===== src/rtl/setclr_intc_pkg.sv =====
package setclr_intc_pkg;

  localparam int REG_SEL_W = 3;

  // Decoded bus access, handed from the control to the datapath.
  typedef struct packed {
    logic                 hit;
    logic                 wrSet;
    logic                 wrClr;
    logic [REG_SEL_W-1:0] regSel;
  } busStrobe_t;

endpackage


===== src/rtl/setclr_intc_ctrl.sv =====
module setclr_intc_ctrl
  import setclr_intc_pkg::*;
#(
  parameter int ADDR_W  = 4,
  parameter int NUM_REG = 3
) (
  input  logic              busWrEn,
  input  logic [ADDR_W-1:0] busAddr,
  output busStrobe_t        stb
);

  localparam int MAP_END = 2 * NUM_REG;

  logic [ADDR_W-1:0] wordIdx;

  assign wordIdx = busAddr >> 1;

  // Even address = set port, odd address = clear port of register addr/2.
  always_comb begin
    stb = '0;
    if (busAddr < ADDR_W'(MAP_END)) begin
      stb.hit    = 1'b1;
      stb.regSel = REG_SEL_W'(wordIdx);
      stb.wrSet  = busWrEn && !busAddr[0];
      stb.wrClr  = busWrEn && busAddr[0];
    end
  end

endmodule


===== src/rtl/setclr_intc_dp.sv =====
module setclr_intc_dp
  import setclr_intc_pkg::*;
#(
  parameter int NUM_LINE  = 4,
  parameter int CHAIN_LEN = 4,
  parameter int FIELD_W   = 4,
  parameter int REG_W     = 16,
  parameter int NUM_REG   = 3,
  parameter int VEC_W     = 12,
  parameter int VEC_BASE  = 'h200,
  parameter int VEC_STEP  = 'h20
) (
  input  logic                     clk,
  input  logic                     rstN,
  input  busStrobe_t               stb,
  input  logic [REG_W-1:0]         wrData,
  input  logic [NUM_LINE-1:0]      irqIn,
  input  logic [3:0]               irlLevel,
  input  logic [3:0]               intMask,
  output logic [REG_W-1:0]         rdData,
  output logic [NUM_REG*REG_W-1:0] regFlat,
  output logic                     cpuIrq,
  output logic                     vecValid,
  output logic [VEC_W-1:0]         vecOut
);

  localparam int NUM_SRC   = NUM_LINE + CHAIN_LEN;
  localparam int FPR       = REG_W / FIELD_W;
  localparam int NUM_FIELD = NUM_LINE + 1;
  localparam int IDX_W     = (NUM_SRC > 1) ? $clog2(NUM_SRC) : 1;
  localparam logic [REG_W-1:0] MASK_KEEP = REG_W'({NUM_SRC{1'b1}});

  logic [NUM_REG-1:0][REG_W-1:0] regQ;
  logic [NUM_LINE-1:0]  maskBit;
  logic [NUM_FIELD-1:0] prioOn;
  logic [CHAIN_LEN-1:0] chainSel;
  logic [NUM_SRC-1:0]   pendNext;
  logic [NUM_SRC-1:0]   pendQ;
  logic [3:0]           chainPos;
  logic [IDX_W-1:0]     winIdx;

  // Register bank with set/clear write ports.
  always_ff @(posedge clk or negedge rstN) begin
    if (!rstN) begin
      regQ <= '0;
    end else begin
      for (int r = 0; r < NUM_REG; r++) begin
        if (stb.regSel == REG_SEL_W'(r)) begin
          if (stb.wrSet)
            regQ[r] <= (regQ[r] | wrData) & ((r == 0) ? MASK_KEEP : {REG_W{1'b1}});
          else if (stb.wrClr)
            regQ[r] <= regQ[r] & ~wrData;
        end
      end
    end
  end

  always_comb begin
    rdData = '0;
    for (int r = 0; r < NUM_REG; r++)
      if (stb.hit && stb.regSel == REG_SEL_W'(r)) rdData = regQ[r];
  end

  assign regFlat = regQ;

  // Mask bits: source 0 at the top stored bit.
  for (genvar i = 0; i < NUM_LINE; i++) begin : g_mask
    assign maskBit[i] = regQ[0][NUM_SRC-1-i];
  end

  // Priority fields, top field of each register first; the last one is the group.
  for (genvar f = 0; f < NUM_FIELD; f++) begin : g_field
    localparam int FREG = 1 + f / FPR;
    localparam int FLSB = (FPR - 1 - f % FPR) * FIELD_W;
    assign prioOn[f] = |regQ[FREG][FLSB +: FIELD_W];
  end

  // Encoded level to one-hot chain selection.
  assign chainPos = irlLevel ^ 4'hF;
  for (genvar j = 0; j < CHAIN_LEN; j++) begin : g_chain
    assign chainSel[j]          = (chainPos == 4'(j));
    assign pendNext[NUM_LINE+j] = chainSel[j] && prioOn[NUM_LINE];
  end

  for (genvar i = 0; i < NUM_LINE; i++) begin : g_line
    assign pendNext[i] = irqIn[i] && maskBit[i] && prioOn[i];
  end

  always_ff @(posedge clk or negedge rstN) begin
    if (!rstN) pendQ <= '0;
    else       pendQ <= pendNext;
  end

  // Lowest-numbered pending source wins.
  always_comb begin
    winIdx = '0;
    for (int i = NUM_SRC - 1; i >= 0; i--)
      if (pendQ[i]) winIdx = IDX_W'(i);
  end

  assign cpuIrq   = |pendQ;
  assign vecValid = cpuIrq && (intMask != 4'hF);
  assign vecOut   = vecValid ? (VEC_W'(VEC_BASE) + VEC_W'(VEC_STEP) * VEC_W'(winIdx)) : '0;

endmodule


===== src/rtl/setclr_intc.sv =====
module setclr_intc
  import setclr_intc_pkg::*;
#(
  parameter int NUM_LINE  = 4,
  parameter int CHAIN_LEN = 4,
  parameter int FIELD_W   = 4,
  parameter int REG_W     = 16,
  parameter int ADDR_W    = 4,
  parameter int VEC_W     = 12,
  parameter int VEC_BASE  = 'h200,
  parameter int VEC_STEP  = 'h20
) (
  input  logic                clk,
  input  logic                rstN,
  input  logic                busWrEn,
  input  logic [ADDR_W-1:0]   busAddr,
  input  logic [REG_W-1:0]    busWrData,
  output logic [REG_W-1:0]    busRdData,
  input  logic [NUM_LINE-1:0] irqIn,
  input  logic [3:0]          irlLevel,
  input  logic [3:0]          intMask,
  output logic                cpuIrq,
  output logic                vecValid,
  output logic [VEC_W-1:0]    vecOut
);

  localparam int FPR          = REG_W / FIELD_W;
  localparam int NUM_PRIO_REG = (NUM_LINE + 1 + FPR - 1) / FPR;
  localparam int NUM_REG      = 1 + NUM_PRIO_REG;

  busStrobe_t               stb;
  logic [NUM_REG*REG_W-1:0] regFlat;

  setclr_intc_ctrl #(
    .ADDR_W (ADDR_W),
    .NUM_REG(NUM_REG)
  ) ctrl_i (
    .busWrEn(busWrEn),
    .busAddr(busAddr),
    .stb    (stb)
  );

  setclr_intc_dp #(
    .NUM_LINE (NUM_LINE),
    .CHAIN_LEN(CHAIN_LEN),
    .FIELD_W  (FIELD_W),
    .REG_W    (REG_W),
    .NUM_REG  (NUM_REG),
    .VEC_W    (VEC_W),
    .VEC_BASE (VEC_BASE),
    .VEC_STEP (VEC_STEP)
  ) dp_i (
    .clk     (clk),
    .rstN    (rstN),
    .stb     (stb),
    .wrData  (busWrData),
    .irqIn   (irqIn),
    .irlLevel(irlLevel),
    .intMask (intMask),
    .rdData  (busRdData),
    .regFlat (regFlat),
    .cpuIrq  (cpuIrq),
    .vecValid(vecValid),
    .vecOut  (vecOut)
  );

endmodule


===== config.mk =====
export PLATFORM = sky130hd
export DESIGN_NAME = setclr_intc
export DESIGN_NICKNAME = d
export VERILOG_FILES = /design/src/rtl/setclr_intc_pkg.sv /design/src/rtl/setclr_intc_ctrl.sv /design/src/rtl/setclr_intc_dp.sv /design/src/rtl/setclr_intc.sv
export SDC_FILE = /design/constraint.sdc
export NUM_CORES = 1
export LEC_CHECK = 0
export ABC_AREA = 1
export BUFFER_PORTS_ARGS = -buffer_cell sky130_fd_sc_hd__buf_2
export CORE_UTILIZATION = 50
export CTS_BUF_LIST = sky130_fd_sc_hd__clkbuf_2 sky130_fd_sc_hd__clkbuf_4 sky130_fd_sc_hd__clkbuf_8
export DETAILED_ROUTE_END_ITERATION = 10
export PLACE_DENSITY_LB_ADDON = 0.15
export SYNTH_ARGS = -nofsm -noshare
export SYNTH_HDL_FRONTEND = slang
export SYNTH_SLANG_ARGS = --single-unit

===== constraint.sdc =====
create_clock -name clk -period 3.8 [get_ports clk]
set_clock_uncertainty 0.2 [all_clocks]
set_input_delay 0.76 -clock clk [delete_from_list [all_inputs] [get_ports clk]]
set_output_delay 0.76 -clock clk [all_outputs]
set_load 0.05 [all_outputs]

# [Yosys cells after proc, flatten, opt, wreduce, memory -nomap -nowiden]
# Index checks and enable logic that the tools add are counted.
[totals] mem_bits_ro=0 ramBits=0 ff_bits=56 wordCells=70 latch_bits=0 out_inout_bits=30 in_bits=35 mem_count=0
[classes] addsub=1 n_shift=0 mux=19 n_eq_ne=6 n_bitwise=8 n_lt_le_gt_ge=1 n_mul=0 n_reduce_logical=31 n_div=0
[ops] op="two-way mux 16 bit" count=9
[ops] op="bitwise AND 16 bit" count=3
[ops] op="OR 16 bit" count=2
[ops] op="two-way mux 3 bit" count=8
[ops] op="OR reduction 4 bit" count=5
[ops] op="logical AND 1 bit" count=18
[ops] op="inverter 16 bit" count=1
[ops] op="two-way mux 12 bit" count=1
[ops] op="adder 10 x 8 -> 11 bit, first input constant" count=1
[ops] op="== test 4 x 2 -> 1 bit, second input constant" count=2
[ops] op="OR 8 bit" count=1
[ops] op="OR reduction 8 bit" count=1
[ops] op="two-way mux 6 bit" count=1
[ops] op="AND reduction 2 bit" count=3
[ops] op="== test 4 x 1 -> 1 bit, second input constant" count=1
[ops] op="zero test 4 bit" count=1
[ops] op="less-than comparator 4 x 3 -> 1 bit, second input constant" count=1
[ops] op="!= test 4 bit, second input constant" count=1
[ops] op="inverter 4 bit" count=1
[ops] op="== test 3 x 1 -> 1 bit, second input constant" count=1
[ops] op="== test 3 x 2 -> 1 bit, second input constant" count=1
[ops] op="zero test 3 bit" count=1
[ops] op="nonzero test 2 bit" count=1
[ops] op="zero test 1 bit" count=1

# [Depth between registers and ports, before layout]
[depth] ltp_word=10 mapped_depth=7 ltp_nobuf=7

# [Hierarchy]
# Synthesis repeated with hierarchy kept, for this count alone.
[hier_totals] cells_unflattened=376 hier_area_um2=2930.3
[modules_own_cells] module="setclr_intc_dp" instances=1 area_each_um2=2850.2 cells_each=361 seq_area_each_um2=1401.3
[modules_own_cells] module="setclr_intc_ctrl" instances=1 area_each_um2=80.1 cells_each=15 seq_area_each_um2=0.0

# [Worst setup path after synthesis]
# No wires, ideal clock.
[synth_path] kind="reg2out" start="register dp_i.pendQ[7]" end="output vecOut[6]" path_stages_with_launch=7 n_path_buf=0 arrival_time_ps=2063 slack_ps=777 required_ps=2840 cell_sequence="dfrtp_1 > inv_1 > nand2_1 > nor2_1 > nand2_1 > nand2_1 > nor3_1"
[synth_via] word_cells_on_any_way=12 classes_between="add/sub (1); mux (9); reduce/logical (2)"
[synth_lines] item="start: declaration" line="setclr_intc_dp.sv:38" rtl="logic [NUM_SRC-1:0] pendQ;"
[synth_lines] item="start signal: assignment" line="setclr_intc_dp.sv:91" rtl="else pendQ <= pendNext;"
[synth_lines] item="OR reduction 8 bit" line="setclr_intc_dp.sv:101" rtl="assign cpuIrq = |pendQ;"
[synth_lines] item="via cpuIrq" line="setclr_intc.sv:22" rtl="output logic cpuIrq,"
[synth_lines] item="logical AND 1 bit" line="setclr_intc_dp.sv:102" rtl="assign vecValid = cpuIrq && (intMask != 4'hF);"
[synth_lines] item="two-way mux 12 bit" line="setclr_intc_dp.sv:103" rtl="assign vecOut = vecValid ? (VEC_W'(VEC_BASE) + VEC_W'(VEC_STEP) * VEC_W'(winIdx)) : '0;"
[synth_lines] item="end: declaration" line="setclr_intc.sv:24" rtl="output logic [VEC_W-1:0] vecOut"
# The timed path passes the listed nets, and every way through them passes these cells.

# [Worst setup path after layout]
[layout_path] start="input busAddr[1]" end="output busRdData[12]"
[layout_via] elab_chain_cells=7 word_cells_on_any_way=11 classes_between="order compare (1); eq/ne (2); mux (4); reduce/logical (4)"
[layout_rtl] item="start: declaration" line="setclr_intc.sv:16" rtl="input logic [ADDR_W-1:0] busAddr,"
[layout_rtl] item="less-than comparator 4 x 3 -> 1 bit" line="setclr_intc_ctrl.sv:21" rtl="if (busAddr < ADDR_W'(MAP_END)) begin"
[layout_rtl] item="two-way mux 6 bit *" line="setclr_intc_ctrl.sv:21"
[layout_rtl] item="zero test 3 bit" line="setclr_intc_dp.sv:61" rtl="if (stb.hit && stb.regSel == REG_SEL_W'(r)) rdData = regQ[r];"
[layout_rtl] item="logical AND 1 bit" line="setclr_intc_dp.sv:61"
[layout_rtl] item="two-way mux 16 bit (2 in a row)" line="setclr_intc_dp.sv:61"
[layout_rtl] item="two-way mux 16 bit *" line="setclr_intc_dp.sv:61"
[layout_rtl] item="end: declaration" line="setclr_intc.sv:18" rtl="output logic [REG_W-1:0] busRdData,"
# Mark *: on every way between the ends. The rest lies on a longest branch, timed or not.

==> metrics.md <==
| Metric | Value |
|---|---|
| Synthesized cell area | 0.002904 mm2 |
| Sw power | 0.4468 mW |
| Initial antenna violation count | 0 |
| DRC viols | 0 |
| Worst EP required | 2.84 ns |
| I/O pins | 65 |
| NumNets Final | 448 |
| FF+latch area | 0.001401 mm2 |
| Inserted Clock Buffers | 5 |
| Fin. Hold Viols | 0 |
| Register area share after synthesis | 0.4826 |
| Unrepaired setup endpoints after global routing | false |
| Congestion Overflow GR | 0 |
| Fill cells | 533 |
| Routing usage on met3 | 0.03488 |
| Largest net degree at the start of global routing | 57 |
| Setup CP Type | primary input to primary output |
| Design Power | 1.336 mW |
| GR Layer Usage met2 | 0.3912 |
| Crit share post-route | 0.7881 |
| Switch share | 0.3345 |
| R2R setup slack | 2.68 ns |
| Area of the multi-input gates | 0.001152 mm2 |
| Cell with the most instances after synthesis | nand2_1 |
| Yosys top cell by area | dfrtp_1 |
| Internal power | 0.8889 mW |
| Status | finished, final reports clean |
| Fmax | 333.9 MHz |
| Main synth FF type | dfrtp_1 |
| Iteration-0 DRC Markers | 162 |
| Starting Density | 0.5242 |
| TNS Setup | 0 ns |
| Post-synth top area share | 0.4826 |
| WL final | 6511 um |
| Post-CTS setup buffers | 0 |
| Reg2Reg Capture Point | dp_i.pendQ[7] |
| WP buf/inv | 4 |
| Diode count | 0 |
| GRT Total Usage | 0.2367 |
| CTS Sinks | 56 |
| Slowest stage delay, CP | 0.44 ns |
| Root Buffer | clkbuf_8 |
| CTS hold repair buffers | 0 |
| Max clock buf depth | 2 |
| Maximum vdd drop | 0.2277 mV |
| Crit end category | primary output |
| Final HPWL DP | 4388 um |
| Worst Hold Depth | 2 |
| Routability Congestion | 0.7811 |
| Synthesis Warnings | 0 |
| Port Buffer Count | 56 |
| Sequential power share | 0.510 |
| Synth async-reset ratio | 1.000 |
| Path depth of the worst reg2reg path | 4 |
| Critical path fanouts, max | 16 |
| Mean Syn Cell Area | 8.089 um2 |
| Global-route met1 utilization | 0.3199 |
| GRT Max-Usage Layer | met2 |
| Crit path max-delay family | buffers and inverters |
| Gate power share | 0.229 |
| Area of the core | 0.005540 mm2 |
| Critical path's slowest cell | inv_1 |
| First-pass GRT wire length | 11130 um |
| Synth area leaders | dfrtp_1 (48%), nand2_1 (14%), inv_1 (7.0%) |
| Layout Cells excl Fill | 486 |
| Worst-path clk slew | 0.09 ns |
| Post-Syn Instances | 359 |
| Number of distinct library cells after synthesis | 27 |
| #FFs+latches synth | 56 |
| DR WL/cell | 13.40 um |
| Max Cap Viol | 0 |
| Dpl cell area | 0.003167 mm2 |
| Final Instance Area | 0.003264 mm2 |
| Via count | 2437 |
| TritonCTS clock tree | yes |
| TritonRoute pass-1 iters | 4 |
| Drt via density | 5.014 |
| Max transition margin | 0.5350 |
| Hold WC Path Type | flop to flop |
| Post-synth EDFFs | 0 |
| Setup WS post-layout | 0.8052 ns |
| Clock power frac | 0.261 |
| Proportion of layout cells with a drive suffix above 1 | 0.2198 |
| Clock latency on the worst-skew pair | 0.31 ns |
| Placed insts | 478 |
| Area growth from synthesis to final layout | 12.41% |
| CP cell instances | buf_2 -> inv_2 -> nand3_2 -> inv_1 -> nand2_1 -> o221ai_1 -> buf_2 |
| Max-slew violations | 0 |
| Setup Viol. Count Final | 0 |
| Htree depth | 2 |
| Core Rows | 27 |
| PostCTS Resize Cnt | 0 |
| Worst slew pin tran | 0.6975 ns |
| Minimum clock period | 2.995 ns |
| Critical Path Source Type | primary input |
| Synth cell count leaders | nand2_1 (107), dfrtp_1 (56), inv_1 (54), nor2_1 (39), o21ai_1 (18) |
| Place WS | 0.7988 ns |
| Post-route ant nets | 0 |
| Pwr Density | 409.2 mW/mm2 |
| Die Area | 0.006117 mm2 |
| CP most frequent cell | buf_2 |
| P_leak | 1.617 nW |
| Vias in the first global route | 2377 |
| Die Y | 78.21 um |
| Die X | 78.21 um |
| CP Data Arrival Time | 2.03 ns |
-- tightest hold or removal path, cell delays in order (launching register included) --
cell and delay, ns:
dfrtp_1 0.35, nand2_1 0.07, o21ai_2 0.05
-- per-stage QoR --
step / utilization / hold WS [ns]
4_1_cts: 0.5892 / 0.2912
2_1_floorplan: - / 0.2534
5_1_grt: 0.5892 / 0.3222
6_report: 0.5892 / 0.2934
3_5_place_dp: 0.5716 / 0.2689
3_3_place_gp: 0.5716 / 0.2656
-- power by group through the flow --
stage	logic [mW]	registers (mW)	clock network, mW
floorplan	0.236	0.684	0
global placement	0.303	0.692	0
detailed placement	0.309	0.692	0
CTS	0.308	0.681	0.356
global route	0.339	0.688	0.375
finish	0.306	0.681	0.348
-- layout make-up --
| cell class | instances | share of cell area |
|---|---|---|
| Clock buffer | 7 | 0.02760 |
| Clock inverter | 1 | 0.002300 |
| Inverter | 59 | 0.06976 |
| Multi-Input combinational cell | 233 | 0.3530 |
| Sequential cell | 56 | 0.4293 |
| Tap cell | 72 | 0.02760 |
| Timing Repair Buffer | 58 | 0.09046 |
-- cell usage in the layout, fill, tap and decap left out --
cell / count
nand2_1: 107
dfrtp_1: 56
buf_2: 56
inv_1: 54
nor2_1: 39
o21ai_1: 18
o221ai_1: 16
o21ai_2: 13
o21ai_0: 11
conb_1: 8
clkbuf_8: 6
nor3_1: 4
a41oi_1: 4
nand3_1: 3
a21oi_1: 2
inv_2: 2
inv_4: 2
nor2_4: 2
buf_4: 2
nand4_1: 1
nand3_4: 1
nand3_2: 1
clkinv_2: 1
nor2_8: 1
nand2_2: 1
nand4_2: 1
clkinvlp_4: 1
clkbuf_4: 1
-- logic make-up (layout without fill, tap and decap cells) --
family / count (synthesis) / after routing / share of synthesized area
AOI/OAI and AO/OA: 64 / 64 / 0.1529
other: 1 / 8 / 0.001291
and+or+nand+nor: 161 / 161 / 0.2335
DFF: 56 / 56 / 0.4825
buffers and inverters: 77 / 125 / 0.1297
-- how the worst max path moves through the flow --
stage / cells past startpoint / endpoint / slack [ns] / start
2_1_floorplan: 6 / vecOut[6] / 0.78 / dp_i.pendQ[7]
3_3_place_gp: 7 / busRdData[5] / 0.82 / busAddr[1]
3_5_place_dp: 7 / busRdData[5] / 0.80 / busAddr[1]
4_1_cts: 7 / busRdData[5] / 0.79 / busAddr[1]
5_1_grt: 7 / busRdData[12] / 0.66 / busAddr[1]
6_report: 7 / busRdData[12] / 0.81 / busAddr[1]
-- metal layers --
| metal | vias up | wire, um |
|---|---|---|
| met3 | 7 | 347 |
| met5 | - | 0 |
| met2 | 75 | 3096 |
| met4 | 0 | 76 |
| met1 | 1126 | 2991 |
| li1 | 1229 | - |
(Power assumes the default switching activity.)
